$ cat src/rtl/reseq_pkg.sv
package reseq_pkg;

  // Classification of an arrival against its flow's window.
  typedef enum logic [1:0] {
    CLS_STORE = 2'd0,
    CLS_OVER  = 2'd1,
    CLS_STALE = 2'd2
  } arr_cls_e;

endpackage

$ cat src/rtl/reseq_flow_lane.sv
module reseq_flow_lane
  import reseq_pkg::*;
#(
  parameter int SEQ_W     = 4,
  parameter int WIN_DEPTH = 4,
  parameter int DESC_W    = 8,
  parameter int TO_W      = 6
) (
  input  logic              clk,
  input  logic              rst_n,
  input  logic              wr_en,
  input  logic [SEQ_W-1:0]  wr_seq,
  input  logic [DESC_W-1:0] wr_desc,
  input  logic              pop,
  input  logic [TO_W-1:0]   skip_limit,
  output logic              head_v,
  output logic [SEQ_W-1:0]  head_seq,
  output logic [DESC_W-1:0] head_desc,
  output arr_cls_e          wr_cls
);

  localparam int IDX_W = $clog2(WIN_DEPTH);
  localparam logic [SEQ_W-1:0] WIN_S = SEQ_W'(WIN_DEPTH);

  logic [WIN_DEPTH-1:0] slot_v_q, slot_v_d;
  logic [DESC_W-1:0]    desc_q [WIN_DEPTH];
  logic [SEQ_W-1:0]     exp_q, exp_d, offset;
  logic [TO_W-1:0]      cnt_q, cnt_d;
  logic [IDX_W-1:0]     wr_idx, hd_idx;
  logic                 store, skip;

  // Classification and head view
  always_comb begin
    offset = wr_seq - exp_q;
    wr_idx = wr_seq[IDX_W-1:0];
    hd_idx = exp_q[IDX_W-1:0];
    if (offset[SEQ_W-1]) begin
      wr_cls = CLS_STALE;
    end else if ((offset >= WIN_S) || slot_v_q[wr_idx]) begin
      wr_cls = CLS_OVER;
    end else begin
      wr_cls = CLS_STORE;
    end
    store     = wr_en && (wr_cls == CLS_STORE);
    head_v    = slot_v_q[hd_idx];
    head_seq  = exp_q;
    head_desc = desc_q[hd_idx];
  end

  // Next state: window occupancy, timeout and expected counter
  always_comb begin
    slot_v_d = slot_v_q;
    if (pop)   slot_v_d[hd_idx] = 1'b0;
    if (store) slot_v_d[wr_idx] = 1'b1;

    skip  = 1'b0;
    cnt_d = cnt_q;
    if ((skip_limit == '0) || head_v || (slot_v_q == '0)) begin
      cnt_d = '0;
    end else if (!wr_en) begin
      if (cnt_q >= (skip_limit - TO_W'(1))) begin
        skip  = 1'b1;
        cnt_d = '0;
      end else begin
        cnt_d = cnt_q + TO_W'(1);
      end
    end

    exp_d = exp_q + SEQ_W'(pop) + SEQ_W'(skip);
  end

  always_ff @(posedge clk or negedge rst_n) begin
    if (!rst_n) begin
      slot_v_q <= '0;
      exp_q    <= '0;
      cnt_q    <= '0;
    end else begin
      slot_v_q <= slot_v_d;
      exp_q    <= exp_d;
      cnt_q    <= cnt_d;
    end
  end

  always_ff @(posedge clk) begin
    if (store) begin
      desc_q[wr_idx] <= wr_desc;
    end
  end

  // only an occupied expected slot may be released
  p_pop_needs_head_r2: assert property (@(posedge clk) disable iff (!rst_n)
    pop |-> head_v);

  // a release steps the expected number by one, wrapping
  p_expect_step_r4: assert property (@(posedge clk) disable iff (!rst_n)
    pop |=> (exp_q == $past(exp_q) + SEQ_W'(1)));

  // a dropped arrival leaves the window untouched
  p_no_overflow_r5: assert property (@(posedge clk) disable iff (!rst_n)
    (wr_en && (wr_cls != CLS_STORE) && !pop) |=> (slot_v_q == $past(slot_v_q)));

endmodule

$ cat src/rtl/reseq_rr_arb.sv
module reseq_rr_arb #(
  parameter int N = 4,
  localparam int IDX_W = (N > 1) ? $clog2(N) : 1
) (
  input  logic             clk,
  input  logic             rst_n,
  input  logic [N-1:0]     req,
  input  logic             advance,
  output logic [N-1:0]     grant,
  output logic [IDX_W-1:0] grant_idx,
  output logic             any_req
);

  logic [IDX_W-1:0] ptr_q, ptr_d;

  always_comb begin
    grant     = '0;
    grant_idx = '0;
    any_req   = |req;
    for (int i = 0; i < N; i++) begin
      if (req[(int'(ptr_q) + i) % N] && (grant == '0)) begin
        grant[(int'(ptr_q) + i) % N] = 1'b1;
        grant_idx = IDX_W'((int'(ptr_q) + i) % N);
      end
    end
  end

  always_comb begin
    ptr_d = ptr_q;
    if (advance && any_req) begin
      ptr_d = (grant_idx == IDX_W'(N - 1)) ? '0 : grant_idx + IDX_W'(1);
    end
  end

  always_ff @(posedge clk or negedge rst_n) begin
    if (!rst_n) ptr_q <= '0;
    else        ptr_q <= ptr_d;
  end

  // at most one flow granted, and only a requesting one
  p_grant_onehot_r7: assert property (@(posedge clk) disable iff (!rst_n)
    $onehot0(grant) && ((grant & ~req) == '0));

  // a pending request is never left without a grant
  p_grant_live_r7: assert property (@(posedge clk) disable iff (!rst_n)
    any_req |-> (grant != '0));

endmodule

$ cat src/rtl/flow_resequencer.sv
module flow_resequencer
  import reseq_pkg::*;
#(
  parameter int NUM_FLOWS = 4,
  parameter int SEQ_W     = 4,
  parameter int WIN_DEPTH = 4,
  parameter int DESC_W    = 8,
  parameter int TO_W      = 6,
  localparam int FLOW_W   = (NUM_FLOWS > 1) ? $clog2(NUM_FLOWS) : 1
) (
  input  logic              clk,
  input  logic              rst_n,
  input  logic              in_valid,
  input  logic [FLOW_W-1:0] in_flow,
  input  logic [SEQ_W-1:0]  in_seq,
  input  logic [DESC_W-1:0] in_desc,
  input  logic [TO_W-1:0]   skip_limit,
  output logic              out_valid,
  input  logic              out_ready,
  output logic [FLOW_W-1:0] out_flow,
  output logic [SEQ_W-1:0]  out_seq,
  output logic [DESC_W-1:0] out_desc,
  output logic              err_overflow,
  output logic              err_stale
);

  logic [NUM_FLOWS-1:0] lane_wr, lane_head_v, lane_pop, grant;
  logic [SEQ_W-1:0]     lane_seq  [NUM_FLOWS];
  logic [DESC_W-1:0]    lane_desc [NUM_FLOWS];
  arr_cls_e             lane_cls  [NUM_FLOWS];
  logic [FLOW_W-1:0]    grant_idx;
  logic                 any_req, load_en;

  logic              out_valid_q, out_valid_d;
  logic [FLOW_W-1:0] out_flow_q;
  logic [SEQ_W-1:0]  out_seq_q;
  logic [DESC_W-1:0] out_desc_q;
  logic              err_over_q, err_over_d, err_stale_q, err_stale_d;

  for (genvar g = 0; g < NUM_FLOWS; g++) begin : g_lane
    assign lane_wr[g]  = in_valid && (in_flow == FLOW_W'(g));
    assign lane_pop[g] = grant[g] && load_en;

    reseq_flow_lane #(
      .SEQ_W     (SEQ_W),
      .WIN_DEPTH (WIN_DEPTH),
      .DESC_W    (DESC_W),
      .TO_W      (TO_W)
    ) u_lane (
      .clk        (clk),
      .rst_n      (rst_n),
      .wr_en      (lane_wr[g]),
      .wr_seq     (in_seq),
      .wr_desc    (in_desc),
      .pop        (lane_pop[g]),
      .skip_limit (skip_limit),
      .head_v     (lane_head_v[g]),
      .head_seq   (lane_seq[g]),
      .head_desc  (lane_desc[g]),
      .wr_cls     (lane_cls[g])
    );
  end

  reseq_rr_arb #(.N(NUM_FLOWS)) u_arb (
    .clk       (clk),
    .rst_n     (rst_n),
    .req       (lane_head_v),
    .advance   (load_en),
    .grant     (grant),
    .grant_idx (grant_idx),
    .any_req   (any_req)
  );

  // Next state of the departure register and error pulses
  always_comb begin
    load_en     = !out_valid_q || out_ready;
    out_valid_d = load_en ? any_req : out_valid_q;
    err_over_d  = 1'b0;
    err_stale_d = 1'b0;
    for (int f = 0; f < NUM_FLOWS; f++) begin
      if (lane_wr[f] && (lane_cls[f] == CLS_OVER))  err_over_d  = 1'b1;
      if (lane_wr[f] && (lane_cls[f] == CLS_STALE)) err_stale_d = 1'b1;
    end
  end

  always_ff @(posedge clk or negedge rst_n) begin
    if (!rst_n) begin
      out_valid_q <= 1'b0;
      err_over_q  <= 1'b0;
      err_stale_q <= 1'b0;
    end else begin
      out_valid_q <= out_valid_d;
      err_over_q  <= err_over_d;
      err_stale_q <= err_stale_d;
    end
  end

  always_ff @(posedge clk) begin
    if (load_en && any_req) begin
      out_flow_q <= grant_idx;
      out_seq_q  <= lane_seq[grant_idx];
      out_desc_q <= lane_desc[grant_idx];
    end
  end

  assign out_valid    = out_valid_q;
  assign out_flow     = out_flow_q;
  assign out_seq      = out_seq_q;
  assign out_desc     = out_desc_q;
  assign err_overflow = err_over_q;
  assign err_stale    = err_stale_q;

  // a stalled departure holds its contents
  p_hold_stable_r8: assert property (@(posedge clk) disable iff (!rst_n)
    (out_valid && !out_ready) |=> (out_valid && $stable(out_flow) &&
                                   $stable(out_seq) && $stable(out_desc)));

  // one arrival raises at most one kind of drop flag
  p_err_exclusive_r5: assert property (@(posedge clk) disable iff (!rst_n)
    !(err_overflow && err_stale));

  // no more than one flow releases per cycle
  p_one_release_r7: assert property (@(posedge clk) disable iff (!rst_n)
    $countones(lane_pop) <= 1);

endmodule

$ cat config.mk
export PLATFORM = sky130hd
export DESIGN_NAME = flow_resequencer
export DESIGN_NICKNAME = d
export VERILOG_FILES = /design/src/rtl/reseq_pkg.sv /design/src/rtl/reseq_flow_lane.sv /design/src/rtl/reseq_rr_arb.sv /design/src/rtl/flow_resequencer.sv
export SDC_FILE = /design/constraint.sdc
export NUM_CORES = 1
export LEC_CHECK = 0
export BUFFER_PORTS_ARGS = -buffer_cell sky130_fd_sc_hd__buf_2
export CAP_MARGIN = 10
export CORE_ASPECT_RATIO = 1.4
export CORE_UTILIZATION = 45
export DETAILED_ROUTE_END_ITERATION = 10
export PLACE_DENSITY = 0.67
export SLEW_MARGIN = 10
export SYNTH_ARGS = -nofsm -noshare
export SYNTH_HDL_FRONTEND = slang
export SYNTH_SLANG_ARGS = --single-unit
export TNS_END_PERCENT = 50
$ cat constraint.sdc
create_clock -name clk -period 4.5 [get_ports clk]
set_input_delay 0.225 -clock clk [delete_from_list [all_inputs] [get_ports clk]]
set_output_delay 0.225 -clock clk [all_outputs]
set_load 0.02 [all_outputs]
* Word level (Yosys, flattened, before mapping) *
Memories as Yosys holds them, arrays and structs flattened.
Index checks and enable logic that the tools add are counted.

cells by class
  mux-type cells = 116
  reduce and logical (&&, ||, !) cells = 64
  magnitude comparators = 27
  bitwise operators = 19
  eq/ne operators = 16
  add/subtract/negate cells = 21

operators by type and width
  cell                 number
  $mux 6               12
  $mux 1               56
  $mux 4               14
  $logic_and 1x1->1    33
  $add 4x1->4          8
  $logic_not 4->1      7
  $or 4x4->4           7
  $add 6x1->6 const B  4
  $bmux 1 s2           12
  $ge 6x6->1           4
  $demux 1 s2          9
  $lt 2x3->1 const B   6
  $mux 2               9
  $and 4x4->4          4
  $bmux 8 s2           1
  $ge 4x3->1 const B   4
  $mux 8               2
  $not 4->4            4
  $sub 4x4->4          4
  $eq 2x2->1 const B   7
  $logic_or 1x1->1     13
  $ge 2x1->1 const B   6
  $lt 3x4->1 const B   3
  $eq 2x1->1 const B   5
  other kinds (14)     29

word-level totals
  output and inout port bits = 17
  bits in registers = 75
  bits of input ports = 24
  memories = 4
  bits in writable memories = 128

memories
  name                     words  width  read ports  clocked after Yosys merged registers in  wr ports  RTL line               RTL
  g_lane[0].u_lane.desc_q  4      8      1           0                                        1         reseq_flow_lane.sv:26  logic [DESC_W-1:0] desc_q [WIN_DEPTH];
  g_lane[1].u_lane.desc_q  4      8      1           0                                        1         reseq_flow_lane.sv:26
  g_lane[2].u_lane.desc_q  4      8      1           0                                        1         reseq_flow_lane.sv:26
  g_lane[3].u_lane.desc_q  4      8      1           0                                        1         reseq_flow_lane.sv:26

* Longest topological paths before layout *
Gate-level depths: netlist of the first run.

  depth after elaboration = 19
  depth in mapped cells = 15
  depth with buffers taken out = 14

* Hierarchy *
From an unflattened synthesis of the first run, not the netlist that was laid out.

second synthesis, totals
  cell total of the unflattened synthesis = 787
  area total of the unflattened synthesis = 10618.9 um2

modules (own cells, without submodules)
  module                                   area an instance (um2)  cells each  instances
  reseq_flow_lane at g_lane[0].u_lane ...  2253.4                  166         2
  reseq_flow_lane at g_lane[3].u_lane      2253.4                  164         1
  reseq_flow_lane at g_lane[2].u_lane      2244.7                  163         1
  flow_resequencer                         942.2                   53          1
  reseq_rr_arb                             671.9                   75          1

* Worst setup path after synthesis of the first run *
OpenSTA, ideal clock, no wires.

  path kind = register to register
  from = register u_arb.ptr_q[0]
  to = register g_lane[3].u_lane.exp_q[2]
  slack = 0.406 ns
  required time = 4.421 ns
  arrival = 4.015 ns
  path buffers = 1
  cell stages (with the launch flop) = 15
  period minus slack after synthesis = 4.094 ns
  path through = dfrtp_1 clkbuf_1 inv_1 ha_1 or4_1 a31o_1 or3_4 a211oi_4 nand3_1 a31oi_1 inv_1 fa_1 inv_1 ha_1 xor2_1

between the ends
  longest elaborated chain between the ends = 18

RTL lines
  item                                                            RTL line                                RTL
  start, declared                                                 reseq_rr_arb.sv:14                      logic [IDX_W-1:0] ptr_q, ptr_d;
  start signal, assigned                                          reseq_rr_arb.sv:37                      else ptr_q <= ptr_d;
  $add 2x1->2                                                     reseq_rr_arb.sv:21, reseq_rr_arb.sv:22
  $reduce_or 2->1 (no source line)                                n/a
  $and 1x1->1 (no source line)                                    n/a
  $lt 3x4->1 (implied by the code) or $ge 3x1->1 (tied branches)  reseq_rr_arb.sv:22                      grant[(int'(ptr_q) + i) % N] = 1'b1;
  $logic_and 1x1->1 (implied by the code)                         reseq_rr_arb.sv:22
  $mux 1 (implied by the code)                                    reseq_rr_arb.sv:22
  $demux 1 s2                                                     n/a
  $or 4x4->4 (no source line)                                     n/a
  [... 2 more ...]                                                n/a
  $logic_and 1x1->1                                               reseq_rr_arb.sv:21                      if (req[(int'(ptr_q) + i) % N] && (grant == '0)) begin
  $mux 4                                                          reseq_rr_arb.sv:21
  $logic_not 4->1                                                 reseq_rr_arb.sv:21
  $logic_and 1x1->1                                               reseq_rr_arb.sv:21
  $mux 4 (*)                                                      reseq_rr_arb.sv:21
  $logic_and 1x1->1 (*)                                           flow_resequencer.sv:42                  assign lane_pop[g] = grant[g] && load_en;
  $add 4x1->4 (*) (2 in series)                                   reseq_flow_lane.sv:69                   exp_d = exp_q + SEQ_W'(pop) + SEQ_W'(skip);
  named net g_lane[3].u_lane.exp_d[2]                             reseq_flow_lane.sv:27                   logic [SEQ_W-1:0] exp_q, exp_d, offset;
  end signal, assigned                                            reseq_flow_lane.sv:79                   exp_q <= exp_d;
  end, declared                                                   reseq_flow_lane.sv:27

The timed path passes the listed nets; every way through them passes the cells marked *. The select of a mux whose other input is x is not followed.
A chain may end at the register's enable or synchronous reset.

* Worst setup path after layout of the first run *
Same ends and word-level chain as after synthesis.

==> metrics.md, run 1 <==
| Metric | Value |
|---|---|
| Switching Fraction | `0.395` |
| Rows | `64` |
| Combinational power share | `0.497` |
| Total power | `8.63 mW` |
| PD cells | `758 nW/um^2` |
| Fin Setup TNS | `0 ns` |
| EDFF count, synth | `142` |
| Peak supply drop | `0.577 mV` |
| Layout Skew | `0.0284 ns` |
| CTS Hold Buffers Added | `1` |
| Die X | `129 um` |
| CP max stage delay | `0.57 ns` |
| Wirelength, routed | `22.1 mm` |
| First-pass GRT wire length | `35.1 mm` |
| DR iter-0 viols | `422` |
| Slowest cell on crit path | `or4_1` |
| Num CTS Buffers | `21` |
| Leakage | `4.56 nW` |
| CTS tree | `done` |
| Crit Path Max Fanout | `12` |
| Register bit total from synthesis | `203` |
| RePlAce Congestion | `0.787` |
| Core region area | `22,000 sq um` |
| RSZ-0062 raised after global routing | `no` |
| HPWL Detailed | `15.7 mm` |
| CP endpoint kind | `flip-flop` |
| Cell Area, Synth | `10,100 sq um` |
| Crit start category | `flip-flop` |
| Crit path DAT | `4.48 ns` |
| CTS resizes | `0` |
| GRT Util Overall | `0.199` |
| Vias in the first global route | `6,334` |
| Die Ht | `180 um` |
| Initial Util | `0.461` |
| Hold Path Class | `in2reg` |
| Hold slack | `0.0442 ns` |
| Die area | `23,200 sq um` |
| Initial antenna violation count | `0` |
| Post-Syn Nets | `794` |
| Final min period | `4.07 ns` |
| Ys Warns | `0` |
| Post-synthesis sequential area ratio | `0.571` |
| Via density | `5.67` |
| Crit Path Category | `reg2reg` |
| Crit path max-delay family | `simple AND/OR/NAND/NOR gates` |
| Antenna Nets Post-Route | `0` |
| Met2 GRT Util | `0.354` |
| CP bufs+invs | `3` |
| Pint | `5.22 mW` |
| Layout cells sized above 1 | `0.175` |
| Max Clk Rate | `246 MHz` |
| Nets | `857` |
| Root Driver | `clkbuf_16` |
| Met3 usage | `0.0238` |
| Worst-skew pair later-pin latency | `0.51 ns` |
| Commonest register cell after synthesis | `edfxtp_1` |
| CTS max path bufs | `3` |
| Yosys cell types | `60` |
| Syn avg cell area | `14.2 sq um` |
| Clock-pin slew on the worst setup and hold paths | `0.06 ns` |
| Fraction of registers with async set/reset | `0.300` |
| Final setup violation count | `0` |
| Count of buffers from port buffering | `40` |
| Final Hold Fails | `0` |
| Synth Instances | `717` |
| Via count | `6,194` |
| Clock sinks | `203` |
| ANT cells | `0` |
| Clock network power share | `0.196` |
| Top Usage Layer GRT | `met2` |
| H-tree depth | `1` |
| Largest net degree at the start of global routing | `41` |
| Drt pass-1 iters | `7` |
| MaxCap Viol Count | `0` |
| Max-slew headroom | `0.387` |
| Outcome | `complete, no violations` |
| Area Growth Syn to Fin | `12.2%` |
| Avg WL per Cell | `20.2 um` |
| Drt drc | `0` |
| I/O pin count | `41` |
| Final Max Slew Viols | `0` |
| Grt ovf | `0` |
| M1 GR Usage | `0.247` |
| Crit share post-route | `0.905` |
| Worst EP required | `4.91 ns` |
| Sequential share of power | `0.307` |
| Worst slew pin tran | `0.917 ns` |
| Setup repair bufs after CTS | `0` |
| NetSw | `3.41 mW` |
| Crit-path cells | `buf_4 > ha_1 > or4_1 > a31o_1 > or3_4 > a211oi_4 > nand3_1 > a31oi_1 > inv_1 > fa_1 > inv_1 > ha_1 > xor2_1` |
## path summary, 6_finish.rpt
path | startpoint | end | slack, ns | cells past startpoint
max in group asynchronous | rst_n | g_lane[1].u_lane.slot_v_q[0]$_DFF_PN0_ | 3.36 | 3
min in group asynchronous | rst_n | g_lane[2].u_lane.cnt_q[1]$_DFFE_PN0P_ | 0.21 | 2
worst max-delay path | u_arb.ptr_q[0]$_DFFE_PN0P_ | g_lane[3].u_lane.head_seq[2]$_DFF_PN0_ | 0.43 | 13
worst min-delay path | in_valid | err_stale$_DFF_PN0_ | 0.04 | 2
worst min register to register | g_lane[0].u_lane.cnt_q[5]$_DFFE_PN0P_ | g_lane[0].u_lane.cnt_q[5]$_DFFE_PN0P_ | 0.50 | 1
worst max register to register | u_arb.ptr_q[0]$_DFFE_PN0P_ | g_lane[3].u_lane.head_seq[2]$_DFF_PN0_ | 0.43 | 13
## area by class of cell
cell class | instances | area, sq um
sequential | 203 | 5790
fill | 1855 | 10600
tap | 297 | 372
clock inverter | 12 | 114
multi-input combinational | 454 | 4060
inverter | 42 | 158
timing repair buffer | 58 | 338
clock buffer | 26 | 554
## routing by layer
layer  wire [um]  up-vias
met4         711        0
li1            -     2865
met1        8860     3122
met5           0        -
met2       11600      163
met3         888       44
## metrics by stage
step / area, sq um / utilization / instances / setup slack, ns
CTS: 11400 / 0.517 / 1092 / 0.461
global route: 11400 / 0.517 / 1092 / 0.214
global placement: 10700 / 0.486 / 1053 / 0.537
finish: 11400 / 0.517 / 1092 / 0.428
floorplan: 10100 / - / 717 / 0.406
detailed placement: 10700 / 0.486 / 1053 / 0.480
## Yosys cell counts, types with 3 or more instances
master | number | area, sq um
and3_1 | 6 | 37.5
o31ai_1 | 14 | 105
nor2b_1 | 9 | 56.3
a21o_1 | 26 | 195
o21ai_0 | 42 | 210
xnor2_1 | 13 | 114
o211a_1 | 3 | 30.0
mux2i_1 | 38 | 380
clkbuf_1 | 7 | 26.3
buf_12 | 3 | 60.1
nor2_1 | 34 | 128
xor2_1 | 16 | 140
ha_1 | 49 | 613
or3_1 | 5 | 31.3
nand3_1 | 20 | 100
inv_1 | 42 | 158
o22ai_1 | 4 | 25.0
dfrtp_1 | 61 | 1530
nand2_1 | 30 | 113
edfxtp_1 | 142 | 4260
mux4_1 | 4 | 105
buf_4 | 3 | 22.5
nor4_1 | 6 | 37.5
nor3b_1 | 5 | 37.5
fa_1 | 4 | 80.1
mux4_2 | 38 | 856
a21oi_1 | 10 | 50.1
nor3_1 | 17 | 85.1
nand2b_1 | 23 | 144
o211ai_1 | 4 | 30.0
## layout by cell type (no fill, tap or decap), types with 9 or more instances in the layout
master / netlist / final
o31ai_1: 14 / 14
a21o_1: 26 / 26
buf_2: 2 / 40
edfxtp_1: 142 / 142
xor2_1: 16 / 16
nand3_1: 20 / 20
xnor2_1: 13 / 13
mux2i_1: 38 / 38
o21ai_0: 42 / 42
nand2b_1: 23 / 23
buf_4: 3 / 17
a21oi_1: 10 / 10
nor3_1: 17 / 17
nand2_1: 30 / 30
nor2_1: 34 / 34
dfrtp_1: 61 / 61
nor2b_1: 9 / 9
inv_1: 42 / 42
mux4_2: 38 / 38
clkbuf_16: 0 / 21
ha_1: 49 / 49
## state kept, by name (all words and copies together), names as in the netlist
signal	count
err_stale	1
out_seq	4
err_overflow	1
g_lane.u_lane.cnt_q	24
u_arb.ptr_q	2
g_lane.u_lane.head_seq	16
out_desc	8
g_lane.u_lane.slot_v_q	16
out_valid	1
out_flow	2
g_lane.u_lane.desc_q	128
## power groups by stage
stage / Sequential (mW) / Combinational (mW) / Clock, mW
2_1_floorplan: 2.75 / 3.36 / 0
3_3_place_gp: 2.66 / 4.22 / 0
3_5_place_dp: 2.68 / 4.29 / 0
4_1_cts: 2.65 / 4.32 / 1.71
5_1_grt: 2.68 / 4.68 / 1.79
6_report: 2.65 / 4.29 / 1.69
## worst reg2reg max path: stages, from the launching register on
cell and delay (ns):
dfrtp_1 0.38, buf_4 0.19, ha_1 0.27, or4_1 0.57, a31o_1 0.32, or3_4 0.44
a211oi_4 0.33, nand3_1 0.12, a31oi_1 0.42, inv_1 0.12, fa_1 0.46, inv_1 0.08
ha_1 0.15, xor2_1 0.14
## logic make-up after synthesis
logic type,after synthesis,share of synthesized area
compound gates,126,0.0892
xor+xnor,29,0.0250
fa+ha+maj,53,0.0683
buf+inv,60,0.0291
flops,203,0.571
mux,83,0.136
simple gates,163,0.0819
Power figures use the tool's default switching activity.
==> inputs of run 2 (changes only) <==
--- a/config.mk
+++ b/config.mk
@@ -5,6 +5,7 @@
 export SDC_FILE = /design/constraint.sdc
 export NUM_CORES = 1
 export LEC_CHECK = 0
+export ABC_AREA = 1
 export BUFFER_PORTS_ARGS = -buffer_cell sky130_fd_sc_hd__buf_2
 export CAP_MARGIN = 10
 export CORE_ASPECT_RATIO = 1.4
==> metrics.md, run 2 <==
| Metric | Value |
|---|---|
| Setup repair bufs after CTS | `0 (unchanged)` |
| Drt drc | `0 (unchanged)` |
| First-pass GRT wire length | `37.4 mm (+6.5%)` |
| Rows | `64 (unchanged)` |
| Max reg flops | `128 (unchanged)` |
| CP bufs+invs | `3 (unchanged)` |
| RePlAce Congestion | `0.908 (+15%)` |
| Commonest cells after routing, fill and taps aside | `nand2_1, edfxtp_1, inv_1` |
| Yosys cell types | `44 (-27%)` |
| RSZ-0062 raised after global routing | `no` |
| I/O pin count | `41 (unchanged)` |
| Multi-input combinational cell area | `3770 sq um (-7.1%)` |
| Grt ovf | `0 (unchanged)` |
| Hold slack | `0.135 ns (+0.0906 ns)` |
| Final Max Slew Viols | `0 (unchanged)` |
| Count of buffers from port buffering | `40 (unchanged)` |
| CP max stage delay | `0.63 ns (+0.06 ns)` |
| Commonest register cell after synthesis | `edfxtp_1` |
| Crit-path cells | `inv_1 > ha_1 > inv_1 > nand3_1 > nand2_1 > a21oi_4 > nand3_1 > nand2_1 > nor2_2 > nand3_1 > nand2_1 > nor2_8 > nand3_1 > nand2_1 > nand2_1 > fa_1 > inv_1 > ha_1 > xor2_1` |
| Largest net degree at the start of global routing | `62 (+51%)` |
| Die X | `129 um (+0.11%)` |
| Dominant cells by area after synthesis | `edfxtp_1, dfrtp_1, nand2_1` |
| # fillers | `1,999 (+7.8%)` |
| Peak supply drop | `0.490 mV (-15%)` |
| Largest area contributor in the netlist | `edfxtp_1` |
| Max-slew headroom | `0.370 (-0.0169)` |
| Ys Warns | `0 (unchanged)` |
| Slowest cell on crit path | `dfrtp_1` |
| Area Growth Syn to Fin | `12.2% (about the same)` |
| Max Clk Rate | `256 MHz (+4.1%)` |
| Post-Syn Nets | `1,037 (+31%)` |
| Antenna Nets Post-Route | `0 (unchanged)` |
| Initial Util | `0.462 (+0.00102)` |
| Crit start category | `flip-flop` |
| Most common cell after layout, fill and taps aside | `nand2_1` |
| CTS resizes | `0 (unchanged)` |
| Final min period | `3.91 ns (-0.160 ns)` |
| Reg area | `5790 sq um (unchanged)` |
| Via count | `7,155 (+16%)` |
| Worst slew pin tran | `0.938 ns (+0.0215 ns)` |
| Clock sinks | `203 (unchanged)` |
| Most used cell, CP | `nand2_1` |
| Worst EP required | `4.91 ns (about the same)` |
| PD cells | `809 nW/um^2 (+6.8%)` |
| HPWL Detailed | `17.3 mm (+10%)` |
| Avg WL per Cell | `17.9 um (-12%)` |
| Hold Path Class | `in2reg` |
| ANT cells | `0 (unchanged)` |
| Fraction of registers with async set/reset | `0.300 (unchanged)` |
| Drt pass-1 iters | `5 (-2)` |
| CTS Hold Buffers Added | `1 (unchanged)` |
| Core region area | `22,000 sq um (unchanged)` |
| CTS max path bufs | `3 (unchanged)` |
| Reg with most FFs | `g_lane.u_lane.desc_q` |
| Die Ht | `180 um (+0.11%)` |
| EDFF count, synth | `142 (unchanged)` |
| Layout Skew | `0.0133 ns (-0.0152 ns)` |
| Syn avg cell area | `10.6 sq um (-25%)` |
| Post-synthesis sequential area ratio | `0.569 (-0.00126)` |
| Crit path DAT | `4.32 ns (-0.16 ns)` |
| Yosys top cell area share | `0.419 (-0.000931)` |
| Layout cells sized above 1 | `0.100 (-0.0746)` |
| MaxCap Viol Count | `0 (unchanged)` |
| Cell Area, Synth | `10,200 sq um (+0.22%)` |
| Fin Setup TNS | `0 ns (unchanged)` |
| Num CTS Buffers | `21 (unchanged)` |
| Synth Instances | `960 (+34%)` |
| H-tree depth | `1 (unchanged)` |
| GRT Util Overall | `0.209 (+0.0100)` |
| DR iter-0 viols | `417 (-1.2%)` |
| CTS tree | `done` |
| Via density | `5.40 (-4.8%)` |
| Final Hold Fails | `0 (unchanged)` |
| Most common library cells after synthesis | `nand2_1, edfxtp_1, inv_1` |
| Clock-pin slew on the worst setup and hold paths | `0.07 ns (about the same)` |
| Count leader, synth | `nand2_1` |
| Final setup violation count | `0 (unchanged)` |
| Wirelength, routed | `23.7 mm (+7.3%)` |
| Crit Path Max Fanout | `13 (+1)` |
| Nets | `1,092 (+27%)` |
| Vias in the first global route | `7,110 (+12%)` |
| Final Util | `0.518 (+0.000853)` |
| Initial antenna violation count | `1 (+1)` |
| Register bit total from synthesis | `203 (unchanged)` |
| Top flop regs | `g_lane.u_lane.desc_q (128), g_lane.u_lane.cnt_q (24)` |
| Crit path max-delay family | `simple AND/OR/NAND/NOR gates` |
| CP endpoint kind | `flip-flop` |
| Crit Path Category | `reg2reg` |
| Root Driver | `clkbuf_16` |
| Worst-skew pair later-pin latency | `0.49 ns (-0.02 ns)` |
| Leakage | `4.78 nW (+4.8%)` |
| Outcome | `complete, no violations` |
| Crit share post-route | `0.869 (-0.0355)` |
| Die area | `23,200 sq um (+0.22%)` |
## run 2: cells by family (layout without fill, tap and decap cells)
logic type / Yosys count / in the layout / synth area share
compound gates: 133 / 133 / 0.0983
xor+xnor: 40 / 40 / 0.0344
simple gates: 383 / 383 / 0.170
buf+inv: 148 / 216 / 0.0594
flops: 203 / 203 / 0.569
fa+ha+maj: 53 / 53 / 0.0682
## run 2: final cells by class
| type | count | share of cell area |
|---|---|---|
| inverter | 133 | 0.0440 |
| tap | 297 | 0.0326 |
| clock buffer | 22 | 0.0464 |
| multi-input combinational | 609 | 0.331 |
| clock inverter | 14 | 0.0160 |
| sequential | 203 | 0.508 |
| timing repair buffer | 47 | 0.0224 |
## run 2: per-stage QoR
| step | power (mW) | setup slack (ns) | std cells | area, sq um |
|---|---|---|---|---|
| 2_1_floorplan | 6.37 | 1.22 | 960 | 10200 |
| 3_3_place_gp | 7.39 | 0.867 | 1288 | 10700 |
| 3_5_place_dp | 7.43 | 0.665 | 1288 | 10700 |
| 4_1_cts | 9.28 | 0.654 | 1325 | 11400 |
| 5_1_grt | 9.95 | 0.286 | 1325 | 11400 |
| 6_report | 9.23 | 0.588 | 1325 | 11400 |
## run 2: where the power goes
group	switching, mW	leakage [nW]	internal [mW]
sequential	0.253	2.08	2.48
combinational	3.25	2.36	1.44
clock	0.715	0.340	1.09
## run 2: worst register-to-register path: cells and delay by family, from the launching register on
kind / cells / cell delay [ns]
fa+ha+maj: 3 / 1.06
buf+inv: 3 / 0.48
xor+xnor: 1 / 0.16
flops: 1 / 0.63
simple gates: 11 / 1.34
compound gates: 1 / 0.17
## run 2: metal layers
layer | GRT usage | up-vias | part of all wire
met5 | 0 | - | 0.00055
met4 | 0.0861 | 2 | 0.039
met3 | 0.0283 | 58 | 0.045
met2 | 0.374 | 202 | 0.51
met1 | 0.250 | 3429 | 0.40
li1 | - | 3464 | -
## run 2: final timing paths
path                            depth (start not counted)                              startpoint  slack [ns]                                      end
worst max-delay path                                   19              u_arb.ptr_q[0]$_DFFE_PN0P_        0.59   g_lane[3].u_lane.head_seq[2]$_DFF_PN0_
worst min-delay path                                    1                              in_desc[0]        0.13  g_lane[2].u_lane.desc_q[3][0]$_DFFE_PP_
worst max register to register                         19              u_arb.ptr_q[0]$_DFFE_PN0P_        0.59   g_lane[3].u_lane.head_seq[2]$_DFF_PN0_
worst min register to register                          2  g_lane[0].u_lane.slot_v_q[0]$_DFF_PN0_        0.48   g_lane[0].u_lane.slot_v_q[0]$_DFF_PN0_
max in group asynchronous                               3                                   rst_n        3.53   g_lane[1].u_lane.slot_v_q[1]$_DFF_PN0_
min in group asynchronous                               3                                   rst_n        0.44    g_lane[0].u_lane.cnt_q[0]$_DFFE_PN0P_
==> inputs of run 3 (changes only) <==
--- a/config.mk
+++ b/config.mk
@@ -9,6 +9,7 @@
 export BUFFER_PORTS_ARGS = -buffer_cell sky130_fd_sc_hd__buf_2
 export CAP_MARGIN = 10
 export CORE_ASPECT_RATIO = 1.4
+export CORE_MARGIN = 4
 export CORE_UTILIZATION = 45
 export DETAILED_ROUTE_END_ITERATION = 10
 export PLACE_DENSITY = 0.67
==> metrics.md, run 3 (synthesized netlist as in run 2, its figures left out) <==
| Metric | Value |
|---|---|
| Outcome | `complete, no violations` |
| Vias in the first global route | `7,247 (+1.9%)` |
| GRT Util Overall | `0.196 (-0.0131)` |
| Hold slack | `0.127 ns (-0.00815 ns)` |
| Final Max Slew Viols | `0 (unchanged)` |
| Layout cells sized above 1 | `0.0973 (-0.00292)` |
| Wirelength, routed | `24.2 mm (+2.2%)` |
| Worst slew pin tran | `0.969 ns (+0.0312 ns)` |
| Num CTS Buffers | `21 (unchanged)` |
| Top flop regs | `g_lane.u_lane.desc_q (128), g_lane.u_lane.cnt_q (24)` |
| Layout Skew | `0.0117 ns (-0.00151 ns)` |
| H-tree depth | `1 (unchanged)` |
| Drt pass-1 iters | `6 (+1)` |
| Worst EP required | `4.91 ns (about the same)` |
| NetSw | `4.30 mW (+2.1%)` |
| Die Ht | `186 um (+3.3%)` |
| MaxCap Viol Count | `0 (unchanged)` |
| Nets | `1,091 (-0.092%)` |
| Via density | `5.42 (+0.28%)` |
| Slowest cell on crit path | `dfrtp_1` |
| Max Clk Rate | `262 MHz (+2.6%)` |
| ANT cells | `0 (unchanged)` |
| Clock-pin slew on the worst setup and hold paths | `0.07 ns (about the same)` |
| Worst hold path stage count | `1 (unchanged)` |
| Fin Setup TNS | `0 ns (unchanged)` |
| RePlAce Congestion | `0.898 (-1.0%)` |
| Final setup violation count | `0 (unchanged)` |
| CTS resizes | `0 (unchanged)` |
| Leakage | `4.78 nW (about the same)` |
| Antenna Nets Post-Route | `0 (unchanged)` |
| Crit Path Max Fanout | `13 (unchanged)` |
| Avg WL per Cell | `18.3 um (+2.2%)` |
| Final min period | `3.81 ns (-0.0983 ns)` |
| Clock sinks | `203 (unchanged)` |
| CP max stage delay | `0.61 ns (-0.02 ns)` |
| Die area | `25,100 sq um (+8.1%)` |
| Most common cell after layout, fill and taps aside | `nand2_1` |
| Initial antenna violation count | `0 (-1)` |
| Drt drc | `0 (unchanged)` |
| PD cells | `819 nW/um^2 (+1.2%)` |
| Peak supply drop | `0.392 mV (-20%)` |
| Final setup margin | `0.686 ns (+0.0983 ns)` |
| Crit-path cells | `inv_1 > ha_1 > inv_1 > nand3_1 > nand2_1 > a21oi_4 > nand3_1 > nand2_1 > nor2_2 > nand3_1 > nand2_1 > nor2_8 > nand3_1 > nand2_1 > nand2_1 > fa_1 > inv_1 > ha_1 > xor2_1` |
| Switching Fraction | `0.461 (+0.00361)` |
| Uppermost routed layer | `met4` |
| Reg with most FFs | `g_lane.u_lane.desc_q` |
| Final Hold Fails | `0 (unchanged)` |
| CP endpoint kind | `flip-flop` |
| Post-DP Area | `10,700 sq um (about the same)` |
| Crit Path Category | `reg2reg` |
| Sequential share of power | `0.293 (-0.003)` |
| CTS tree | `done` |
| Initial Util | `0.462 (unchanged)` |
| Commonest cells after routing, fill and taps aside | `nand2_1, edfxtp_1, inv_1` |
| Combinational power share | `0.512 (+0.003)` |
| Via count | `7,175 (+0.28%)` |
| Wl on met1 | `9.66 mm (+1.2%)` |
| DR iter-0 viols | `486 (+17%)` |
| Crit start category | `flip-flop` |
| Crit path DAT | `4.22 ns (-0.10 ns)` |
| Hold Path Class | `in2reg` |
| First-pass GRT wire length | `38.5 mm (+2.9%)` |
| Core region area | `22,000 sq um (unchanged)` |
| Clock network power share | `0.195 (about the same)` |
| Count of buffers from port buffering | `40 (unchanged)` |
| Area Growth Syn to Fin | `12.2% (about the same)` |
| Rows | `64 (unchanged)` |
| Largest net degree at the start of global routing | `62 (unchanged)` |
| Pint | `5.04 mW (+0.61%)` |
| Post-route design area | `11,400 sq um (about the same)` |
| Root Driver | `clkbuf_16` |
| RSZ-0062 raised after global routing | `no` |
| Worst-skew pair later-pin latency | `0.49 ns (about the same)` |
| Crit share post-route | `0.847 (-0.0219)` |
| Most used cell, CP | `nand2_1` |
| Worst reg2reg path depth | `19 (unchanged)` |
| DR WL met3 | `1.13 mm (+6.3%)` |
| Die X | `135 um (+4.6%)` |
| Grt ovf | `0 (unchanged)` |
| CTS max path bufs | `3 (unchanged)` |
| Max reg flops | `128 (unchanged)` |
| HPWL Detailed | `17.7 mm (+2.4%)` |
| WL met2 | `12.5 mm (+3.1%)` |
| Place WS | `0.735 ns (+0.0703 ns)` |
| I/O pin count | `41 (unchanged)` |
| Max-slew headroom | `0.349 (-0.0210)` |
-- run 3: changes by cell type in the layout (fill, tap and decap cells not counted), sizes merged --
cell and change:
clkinvlp -2, clkinv -1, buf -1, clkbuf +4
-- run 3: area by class of cell --
cell class / count / area (sq um)
Multi-Input combinational cell: 609 / 3770
Clock buffer: 26 / 564
Inverter: 133 / 502
Clock inverter: 11 / 161
Sequential cell: 203 / 5790
Fill cell: 1979 / 10600
Timing Repair Buffer: 46 / 248
Tap cell: 297 / 372
-- run 3: worst paths after layout --
check	slack, ns	endpoint	startpoint
min in group asynchronous	0.46	g_lane[0].u_lane.cnt_q[1]$_DFFE_PN0P_	rst_n
hold reg to reg	0.50	g_lane[0].u_lane.head_seq[2]$_DFF_PN0_	g_lane[0].u_lane.head_seq[2]$_DFF_PN0_
max in group asynchronous	3.51	g_lane[3].u_lane.slot_v_q[1]$_DFF_PN0_	rst_n
setup reg to reg	0.69	g_lane[2].u_lane.head_seq[2]$_DFF_PN0_	u_arb.ptr_q[0]$_DFFE_PN0P_
setup / recovery	0.69	g_lane[2].u_lane.head_seq[2]$_DFF_PN0_	u_arb.ptr_q[0]$_DFFE_PN0P_
hold / removal	0.13	g_lane[1].u_lane.desc_q[1][6]$_DFFE_PP_	in_desc[6]
-- run 3: critical path, delay by kind of cell (launching register included) --
family / cells / cell delay, ns
XOR/XNOR: 1 / 0.14
adder cells (fa/ha/maj): 3 / 0.99
flip-flops: 1 / 0.61
AND/OR/NAND/NOR: 11 / 1.36
buffers and inverters: 3 / 0.46
AO/OA/AOI/OAI: 1 / 0.17
-- run 3: layer usage --
metal / GRT usage / vias to the layer above
li1: - / 3468
met1: 0.233 / 3455
met4: 0.0706 / 0
met3: 0.0292 / 57
met2: 0.360 / 195
met5: 0 / -
-- run 3: power by group through the flow --
| stage | clock network [mW] | logic (mW) | registers [mW] |
|---|---|---|---|
| detailed placement | 0 | 4.71 | 2.77 |
| floorplan | 0 | 3.60 | 2.77 |
| global placement | 0 | 4.66 | 2.77 |
| global route | 1.93 | 5.39 | 2.78 |
| CTS | 1.86 | 4.76 | 2.74 |
| finish | 1.83 | 4.78 | 2.74 |
-- run 3: what timing repair did --
action / in CTS / in global routing
buffers inserted: 0 / 0
setup endpoints to repair: 0 / 0
hold buffers: 1 / 0
endpoints found under the hold margin: 61 / 0
-- run 3: per-stage QoR --
step	power (mW)	cells	utilization
2_1_floorplan	6.37	960	-
3_3_place_gp	7.42	1287	0.485
3_5_place_dp	7.47	1287	0.485
4_1_cts	9.35	1325	0.518
5_1_grt	10.1	1325	0.518
6_report	9.35	1325	0.518
